**src/rtl/smb_regfile.sv**
```systemverilog
module smb_regfile #(
  parameter int          TIMEOUT_CYC = 3_750_000,
  parameter logic [2:0]  ADDR_PREFIX = 3'b101,
  parameter int          RW          = 8,
  parameter logic [RW-1:0] CTRL_RST  = 8'h0F,
  parameter logic [RW-1:0] CTRL_MASK = 8'hCF
) (
  input  logic          clk,
  input  logic          rst_n,
  input  logic          mode_en,
  input  logic          scl_in,
  input  logic          sda_in,
  output logic          sda_oe,
  input  logic [3:0]    strap_addr,
  input  logic [3:0]    sig_ok,
  output logic [RW-1:0] route_cfg,
  output logic [RW-1:0] ctrl_cfg
);
  localparam int TW = $clog2(TIMEOUT_CYC + 1);
  localparam int CW = $clog2(RW + 1);

  typedef enum logic [2:0] {S_IDLE, S_ADDR, S_REG, S_WDAT, S_RDAT, S_WAIT} st_t;

  logic scl_m, scl_s, scl_q, sda_m, sda_s, sda_q;
  st_t  state, nxt;
  logic [CW-1:0] cnt;
  logic [RW-1:0] shreg, tx, ptr, rd_val;
  logic [TW-1:0] tmo;
  logic ack_pend, ack_ph, mode_q;

  always_ff @(posedge clk or negedge rst_n) begin
    if (!rst_n) begin
      {scl_q, scl_s, scl_m} <= 3'b111;
      {sda_q, sda_s, sda_m} <= 3'b111;
    end else begin
      {scl_q, scl_s, scl_m} <= {scl_s, scl_m, scl_in};
      {sda_q, sda_s, sda_m} <= {sda_s, sda_m, sda_in};
    end
  end

  wire start_c  = scl_s & scl_q & sda_q & ~sda_s;
  wire stop_c   = scl_s & scl_q & ~sda_q & sda_s;
  wire scl_rise = scl_s & ~scl_q;
  wire scl_fall = ~scl_s & scl_q;
  wire tmo_hit  = (tmo == TW'(TIMEOUT_CYC - 1)) & ~scl_s;
  wire [RW-1:0] byte_in = {shreg[RW-2:0], sda_s};
  wire rx_state = (state == S_ADDR) | (state == S_REG) | (state == S_WDAT);

  always_comb begin
    case (ptr)
      8'h00:   rd_val = route_cfg;
      8'h03:   rd_val = ctrl_cfg;
      8'h04:   rd_val = {4'b0000, sig_ok};
      default: rd_val = '0;
    endcase
  end

  always_ff @(posedge clk or negedge rst_n) begin
    if (!rst_n) begin
      state <= S_IDLE; nxt <= S_IDLE; cnt <= '0; shreg <= '0; tx <= '0; ptr <= '0;
      tmo <= '0; ack_pend <= 1'b0; ack_ph <= 1'b0; sda_oe <= 1'b0; mode_q <= 1'b0;
      route_cfg <= '0; ctrl_cfg <= CTRL_RST;
    end else begin
      mode_q <= mode_en;
      if (state == S_IDLE || scl_s) tmo <= '0;
      else if (!tmo_hit)            tmo <= tmo + 1'b1;

      if (!mode_en || tmo_hit || stop_c) begin
        state <= S_IDLE; sda_oe <= 1'b0; ack_pend <= 1'b0; ack_ph <= 1'b0;
      end else if (start_c) begin
        state <= S_ADDR; cnt <= '0; sda_oe <= 1'b0; ack_pend <= 1'b0; ack_ph <= 1'b0;
      end else if (scl_rise && rx_state && !ack_ph) begin
        shreg <= byte_in;
        if (cnt == CW'(RW - 1)) begin
          cnt <= '0;
          case (state)
            S_ADDR:
              if (byte_in[7:1] == {ADDR_PREFIX, strap_addr}) begin
                ack_pend <= 1'b1;
                nxt <= byte_in[0] ? S_RDAT : S_REG;
              end else state <= S_WAIT;
            S_REG: begin
              ptr <= byte_in; ack_pend <= 1'b1; nxt <= S_WDAT;
            end
            default: begin
              if (ptr == 8'h00) route_cfg <= byte_in;
              if (ptr == 8'h03) ctrl_cfg  <= byte_in & CTRL_MASK;
              ack_pend <= 1'b1; nxt <= S_WAIT;
            end
          endcase
        end else cnt <= cnt + 1'b1;
      end else if (scl_rise && state == S_RDAT) begin
        cnt <= cnt + 1'b1;
      end else if (scl_fall) begin
        if (ack_pend) begin
          sda_oe <= 1'b1; ack_pend <= 1'b0; ack_ph <= 1'b1;
        end else if (ack_ph) begin
          ack_ph <= 1'b0; state <= nxt; cnt <= '0;
          if (nxt == S_RDAT) begin
            tx <= rd_val; sda_oe <= ~rd_val[RW-1];
          end else sda_oe <= 1'b0;
        end else if (state == S_RDAT) begin
          if (cnt == CW'(RW)) begin
            sda_oe <= 1'b0; state <= S_WAIT;
          end else begin
            tx <= {tx[RW-2:0], 1'b0}; sda_oe <= ~tx[RW-2];
          end
        end
      end

      if (mode_en != mode_q) begin
        route_cfg <= '0; ctrl_cfg <= CTRL_RST;
      end
    end
  end

  assert_quiet_off_R8: assert property (@(posedge clk) disable iff (!rst_n)
    !mode_en |=> !sda_oe);

  assert_mode_reset_R7: assert property (@(posedge clk) disable iff (!rst_n)
    (mode_en != mode_q) |=> (route_cfg == '0 && ctrl_cfg == CTRL_RST));

  assert_timeout_release_R9: assert property (@(posedge clk) disable iff (!rst_n)
    tmo_hit |=> (!sda_oe && state == S_IDLE));

  assert_sda_low_phase_R4: assert property (@(posedge clk) disable iff (!rst_n)
    (mode_en && $past(mode_en) && !$stable(sda_oe)) |-> !scl_q);

  assert_ctrl_holes_R3: assert property (@(posedge clk) disable iff (!rst_n)
    (state == S_WDAT && ptr == 8'h03 && !$stable(ctrl_cfg)) |-> ctrl_cfg[5:4] == 2'b00);
endmodule

```
**config.mk**
```make
export PLATFORM = sky130hd
export DESIGN_NAME = smb_regfile
export DESIGN_NICKNAME = d
export VERILOG_FILES = /design/src/rtl/smb_regfile.sv
export SDC_FILE = /design/constraint.sdc
export NUM_CORES = 1
export LEC_CHECK = 0
export BUFFER_PORTS_ARGS = -buffer_cell sky130_fd_sc_hd__buf_2
export CORE_MARGIN = 4
export CORE_UTILIZATION = 54
export CTS_CLUSTER_DIAMETER = 30
export DETAILED_ROUTE_END_ITERATION = 10
export HOLD_SLACK_MARGIN = 0.12
export MAX_ROUTING_LAYER = met4
export PLACE_DENSITY = 0.77
export SYNTH_ARGS = -nofsm -noshare
export SYNTH_HDL_FRONTEND = slang
export SYNTH_SLANG_ARGS = --single-unit
export TNS_END_PERCENT = 100
```
**constraint.sdc**
```tcl
create_clock -name clk -period 2.39 [get_ports clk]
set_clock_uncertainty 0.05 [all_clocks]
set_input_delay 0.3585 -clock clk [delete_from_list [all_inputs] [get_ports clk]]
set_output_delay 0.3585 -clock clk [all_outputs]
set_load 0.005 [all_outputs]
```
After elaboration in Yosys (flattened, before gate mapping)
Cells that the tools add are included.
W data, S select, Z words.
{"block": "word_totals", "output_inout_bits": 17, "in_bits": 13, "regBits": 80, "elab_cells": 171}
{"block": "op_classes", "n_mux": 67, "addsub": 2, "n_eq_ne": 28, "bitwise": 21, "n_reduce_logical": 34}
{"operator": "$mux W8", "count": 14}
{"operator": "$mux W22", "count": 2}
{"operator": "$mux W3", "count": 14}
{"operator": "$mux W4", "count": 7}
{"operator": "$mux W7", "count": 4}
{"operator": "$mux W1", "count": 24}
{"operator": "$pmux W8 S3", "count": 1}
{"operator": "$add A22 B1 Y22 const B", "count": 1}
{"operator": "$eq A22 B22 Y1 const B", "count": 1}
{"operator": "$reduce_bool A5 Y1", "count": 3}
{"operator": "$ne A2 B1 Y1 const B", "count": 6}
{"operator": "$ne A4 B4 Y1 const B", "count": 3}
{"operator": "$reduce_and A4 Y1", "count": 3}
{"operator": "$reduce_and A6 Y1", "count": 2}
{"operator": "$reduce_bool A4 Y1", "count": 3}
{"operator": "$not A1 Y1", "count": 11}
{"operator": "$reduce_and A5 Y1", "count": 2}
{"operator": "$reduce_bool A2 Y1", "count": 5}
{"operator": "$reduce_and A9 Y1", "count": 1}
{"operator": "$and A1 B1 Y1", "count": 8}
{"operator": "$eq A8 B2 Y1 const B", "count": 1}
{"operator": "$eq A8 B3 Y1 const B", "count": 1}
{"operator": "$logic_not A8 Y1", "count": 1}
{"operator": "$ne A4 B1 Y1 const B", "count": 2}
{"operator": "22 further kinds", "count": 32}

Logic depth before layout (Yosys ltp)
{"block": "depth", "word_depth": 11, "mapped_depth": 8, "depth_no_buf": 7}

Worst setup path before layout
No wires, ideal clock.
{"block": "synth_path", "path_kind": "register -> register", "start": "reg scl_s", "end": "reg ptr[0]", "path_slack_ns": -0.193, "required_ns": 2.215, "path_buffers": 1, "period_less_slack_ns": 2.583, "arrival_ns": 2.408, "setup_time_ns": 0.125, "stages_incl_launch_ff": 6, "cell_sequence": "dfstp_2 -> or3b_4 -> or4_4 -> buf_6 -> nor4_4 -> mux2_2"}
{"block": "synth_between", "elab_chain_cells": 6, "word_cells_on_any_way": 15, "classes_between": "bitwise (10); reduce/logical (5)"}
{"item": "start: declaration", "line_no": "24", "source": "logic scl_m, scl_s, scl_q, sda_m, sda_s, sda_q;"}
{"item": "start signal: assignment", "line_no": "36", "source": "{scl_q, scl_s, scl_m} <= {scl_s, scl_m, scl_in};"}
{"item": "$and A1 B1 Y1 / $not A1 Y1 (equally long branches)", "line_no": "41, 42, 45"}
{"item": "$and A1 B1 Y1 (on tied branches)", "line_no": "42, 45"}
{"item": "$and A1 B1 Y1 / $logic_or A1 B1 Y1 (equally long branches)", "line_no": "42, 68"}
{"item": "$logic_or A1 B1 Y1", "line_no": "68", "source": "if (!mode_en || tmo_hit || stop_c) begin"}
{"item": "$not A1 Y1 (no line)"}
{"item": "$reduce_and A5 Y1 (no line) *"}
{"item": "end signal: assignment", "line_no": "60", "source": "state <= S_IDLE; nxt <= S_IDLE; cnt <= '0; shreg <= '0; tx <= '0; ptr <= '0;"}
{"item": "end signal: assignment", "line_no": "83", "source": "ptr <= byte_in; ack_pend <= 1'b1; nxt <= S_WDAT;"}
{"item": "end: declaration", "line_no": "27", "source": "logic [RW-1:0] shreg, tx, ptr, rd_val;"}
Mark *: on every way between the ends. The rest lies on a longest branch, timed or not.
A chain may end at the register's enable or synchronous reset.

Final worst setup path
{"block": "layout_path", "start": "reg scl_s", "end": "reg route_cfg[0]"}
{"block": "layout_between", "elab_chain_cells": 6, "word_cells_on_any_way": 16, "classes_between": "eq/ne (2); bitwise (8); reduce/logical (6)"}
{"item": "$and A1 B1 Y1 / $not A1 Y1 (equally long branches)", "line_no": "41, 42, 45"}
{"item": "$and A1 B1 Y1 (on tied branches)", "line_no": "42, 45"}
{"item": "$and A1 B1 Y1 / $logic_or A1 B1 Y1 (equally long branches)", "line_no": "42, 68"}
{"item": "$logic_or A1 B1 Y1", "line_no": "68"}
{"item": "$ne A2 B1 Y1 (no line)"}
{"item": "$reduce_and A6 Y1 (no line) *"}
{"item": "end signal: assignment", "line_no": "86", "source": "if (ptr == 8'h00) route_cfg <= byte_in;"}
{"item": "end: declaration", "line_no": "16", "source": "output logic [RW-1:0] route_cfg,"}
Marks and branches as above.

==> out/metrics.yaml <==
hold_path:
  worst_hold_path_type: "input pin to register"
cts:
  clk_latency_ns: 0.35
  numCtsBuffers: 9
  clkSlewWorstSetupHoldPaths_ns: 0.08
  cts_sinks: 78
  cts_tree: "done"
  htreeDepth: 3
  root_buffer: "clkbuf_8"
  cts_max_path_buffers: 2
timing:
  hold_slack_ns: 0.1406
  rsz0062_at_grt: "yes"
  maxSlewHeadroom: 0.3528
  setup_viol: 14
  finalCritPeriodShare: 1.032
  fmax_mhz: 405.5
  hold_viol: 0
  timing.final.ws_setup_ns: -0.07603
  tightest_slew_ns: 0.9607
  slew_viol_final: 0
  period_needed_ns: 2.466
  setup-tns-final_ns: -0.4453
detailed_routing:
  drcViolationCount: 0
  route.vias.total: 3173
  drtIter0Drc: 218
  dr.pass1.iters: 5
  avgViaCountPerCell: 5.898
  final_antenna_net_count: 0
  routedWlPerCell_um: 16.81
  routed_wl_um: 9044
grt:
  grt_pass1_vias: 2967
  track_usage: 0.2208
  grt_max_degree: 42
  grt_pass1_wl_um: 14700
  grt_overflow: 0
  antenna_found_initial: 0
floorplanning:
  ios: 30
  die_w_um: 93.53
  dieArea_mm2: 0.008747
  core_mm2: 0.006944
  placementRows: 30
  start_util: 0.5688
  fp.dieH_um: 93.53
yosys:
  synth_top_family_by_area: "simple AND/OR/NAND/NOR gates"
  seq_area_frac_synth: 0.4973
  avgSynthCellArea_um2: 10.39
  async_flop_share: 1.000
  ys_types: 60
  synth-main-ff-cell: "dfrtp_1"
  synth_cells: 380
  synth-edff-count: 0
  syn-cell-area_mm2: 0.003950
  synthXorXnorAreaFrac: 0.05100
  synth-compound-area-share: 0.1090
  yosys.area_share.simple: 0.2091
  synthAdderAreaFrac: 0.009503
  yosys_warnings: 0
  ys_ff_latch: 78
  synthMuxAreaShare: 0.08933
placed_design:
  place.gp.congestion: 0.8562
  numPortBuffers: 27
  post_dp_cell_area_mm2: 0.004343
  dp_slack_ns: -0.09817
  hpwl_um: 6255
job:
  maxCapViolations: 0
setup_path:
  worstSetupEndpoint: "route_cfg[0]$_DFFE_PN0P_"
  worstSetupPathType: "register to register"
  rr_worst_depth: 7
  startpoint_type: "register"
  worstSetupStartpoint: "scl_s$_DFF_PN1_"
  critPathRequiredTime_ns: 2.62
  cp.arrival_ns: 2.70
  path_max_fanout: 8
  worst_r2r_endpoint: "route_cfg[0]$_DFFE_PN0P_"
  r2r_setup_slack_ns: -0.08
  endpoint_kind: "register"
  rr_startpoint: "scl_s$_DFF_PN1_"
pwr:
  irDropWorstVdd_v: 0.0003907
  p_per_area_mw_per_mm2: 524.0
  p_total_w: 0.002443
  p_leak_nw: 2.006
layout:
  diodes: 0
  fill_cells: 529
  drive_above_1_share: 0.3009
  finalNetCount: 453
  layout_commonest_cell: "dfrtp_1"
  fin_area_mm2: 0.004662
  final_cell_mix: "dfrtp_1 (68), nor2_1 (39), buf_4 (30)"
  syn2layout_area_growth_pct: 18.02
run_status:
  violations: "negative setup slack"
  status: "complete, but fails checks"
==> logic make-up after synthesis <==
family	count (synthesis)
mux	32
simple gates	147
other cells	1
buf+inv	30
compound gates	66
xor+xnor	23
fa+ha+maj	3
flops	78
==> worst max-delay path: stages, from the launching register on <==
cell and delay (ns):
dfstp_2 0.54, or3b_4 0.38, or4_4 0.54, buf_6 0.15, nor4_4 0.35, buf_4 0.23
nand3_1 0.08, o21ai_0 0.08
==> worst min path at each step <==
stage	from	end	slack, ns	cells past startpoint
5_1_grt	mode_en	mode_q$_DFF_PN0_	0.13	1
6_report	mode_en	mode_q$_DFF_PN0_	0.14	1
3_3_place_gp	sda_m$_DFF_PN1_	sda_s$_DFF_PN1_	0.30	0
2_1_floorplan	rst_n	ack_pend$_DFFE_PN0P_	0.01	0
4_1_cts	mode_en	mode_q$_DFF_PN0_	0.14	1
3_5_place_dp	scl_m$_DFF_PN1_	scl_s$_DFF_PN1_	0.30	0
==> Yosys cell counts, drive strengths merged, types with 3 or more instances <==
master,n,share of area
a21oi,14,0.018
a22oi,7,0.013
a31oi,3,0.0048
buf,6,0.011
clkbuf,12,0.011
dfrtp,68,0.43
dfstp,10,0.067
ha,3,0.0095
inv,12,0.011
mux2,26,0.074
mux2i,6,0.015
nand2,23,0.022
nand2b,4,0.0063
nand3,21,0.027
nand4,8,0.013
nor2,39,0.037
nor3,8,0.011
nor3b,3,0.0057
nor4,12,0.030
o21ai,20,0.025
o2bb2ai,4,0.0089
or2,3,0.0048
or3,8,0.013
or3b,4,0.0095
xnor2,8,0.018
xor2,15,0.033
==> metrics by stage <==
stage | utilization | cells
floorplan | - | 381
global placement | 0.6254 | 513
detailed placement | 0.6254 | 513
CTS | 0.6578 | 533
global route | 0.6714 | 538
finish | 0.6714 | 538
==> power breakdown <==
group | switching, W | total [W] | internal, W
clock | 0.000471 | 0.000904 | 0.000433
combinational | 0.000103 | 0.000171 | 0.0000676
sequential | 0.0000255 | 0.00137 | 0.00134
total | 0.000599 | 0.00244 | 0.00184
==> metal layers <==
metal,vias up,part of all wire,GRT usage,routed length [µm]
met2,126,0.46,0.3240,4162
met4,0,0.024,0.08181,216
met1,1543,0.45,0.3027,4048
met3,27,0.068,0.04747,617
li1,1477,-,-,-
met5,-,0,-,0
==> final cells by class <==
type                            instances  area, µm²  area share
Inverter                               12      45.04    0.009662
Clock buffer                           13      158.9     0.03408
Clock inverter                          3      20.02    0.004294
Sequential cell                        78       1964      0.4214
Timing Repair Buffer                   63      439.2     0.09420
Multi-Input combinational cell        273       1914      0.4106
Tap cell                               96      120.1     0.02576
==> state kept, by name (all words and copies together) (netlist names), 3 cells and up <==
name       flops
tmo           22
ptr            8
route_cfg      8
shreg          7
tx             7
ctrl_cfg       6
cnt            4
nxt            3
state          3
==> what timing repair did <==
action,in CTS,in global routing
setup endpoints to repair,12,28
setup buffers,1,3
resized for setup,1,23
hold endpoints to repair,34,0
pin swaps,2,6
cloned,0,2
hold buffers,3,0
Note: power is estimated with default switching activity, not from simulation.
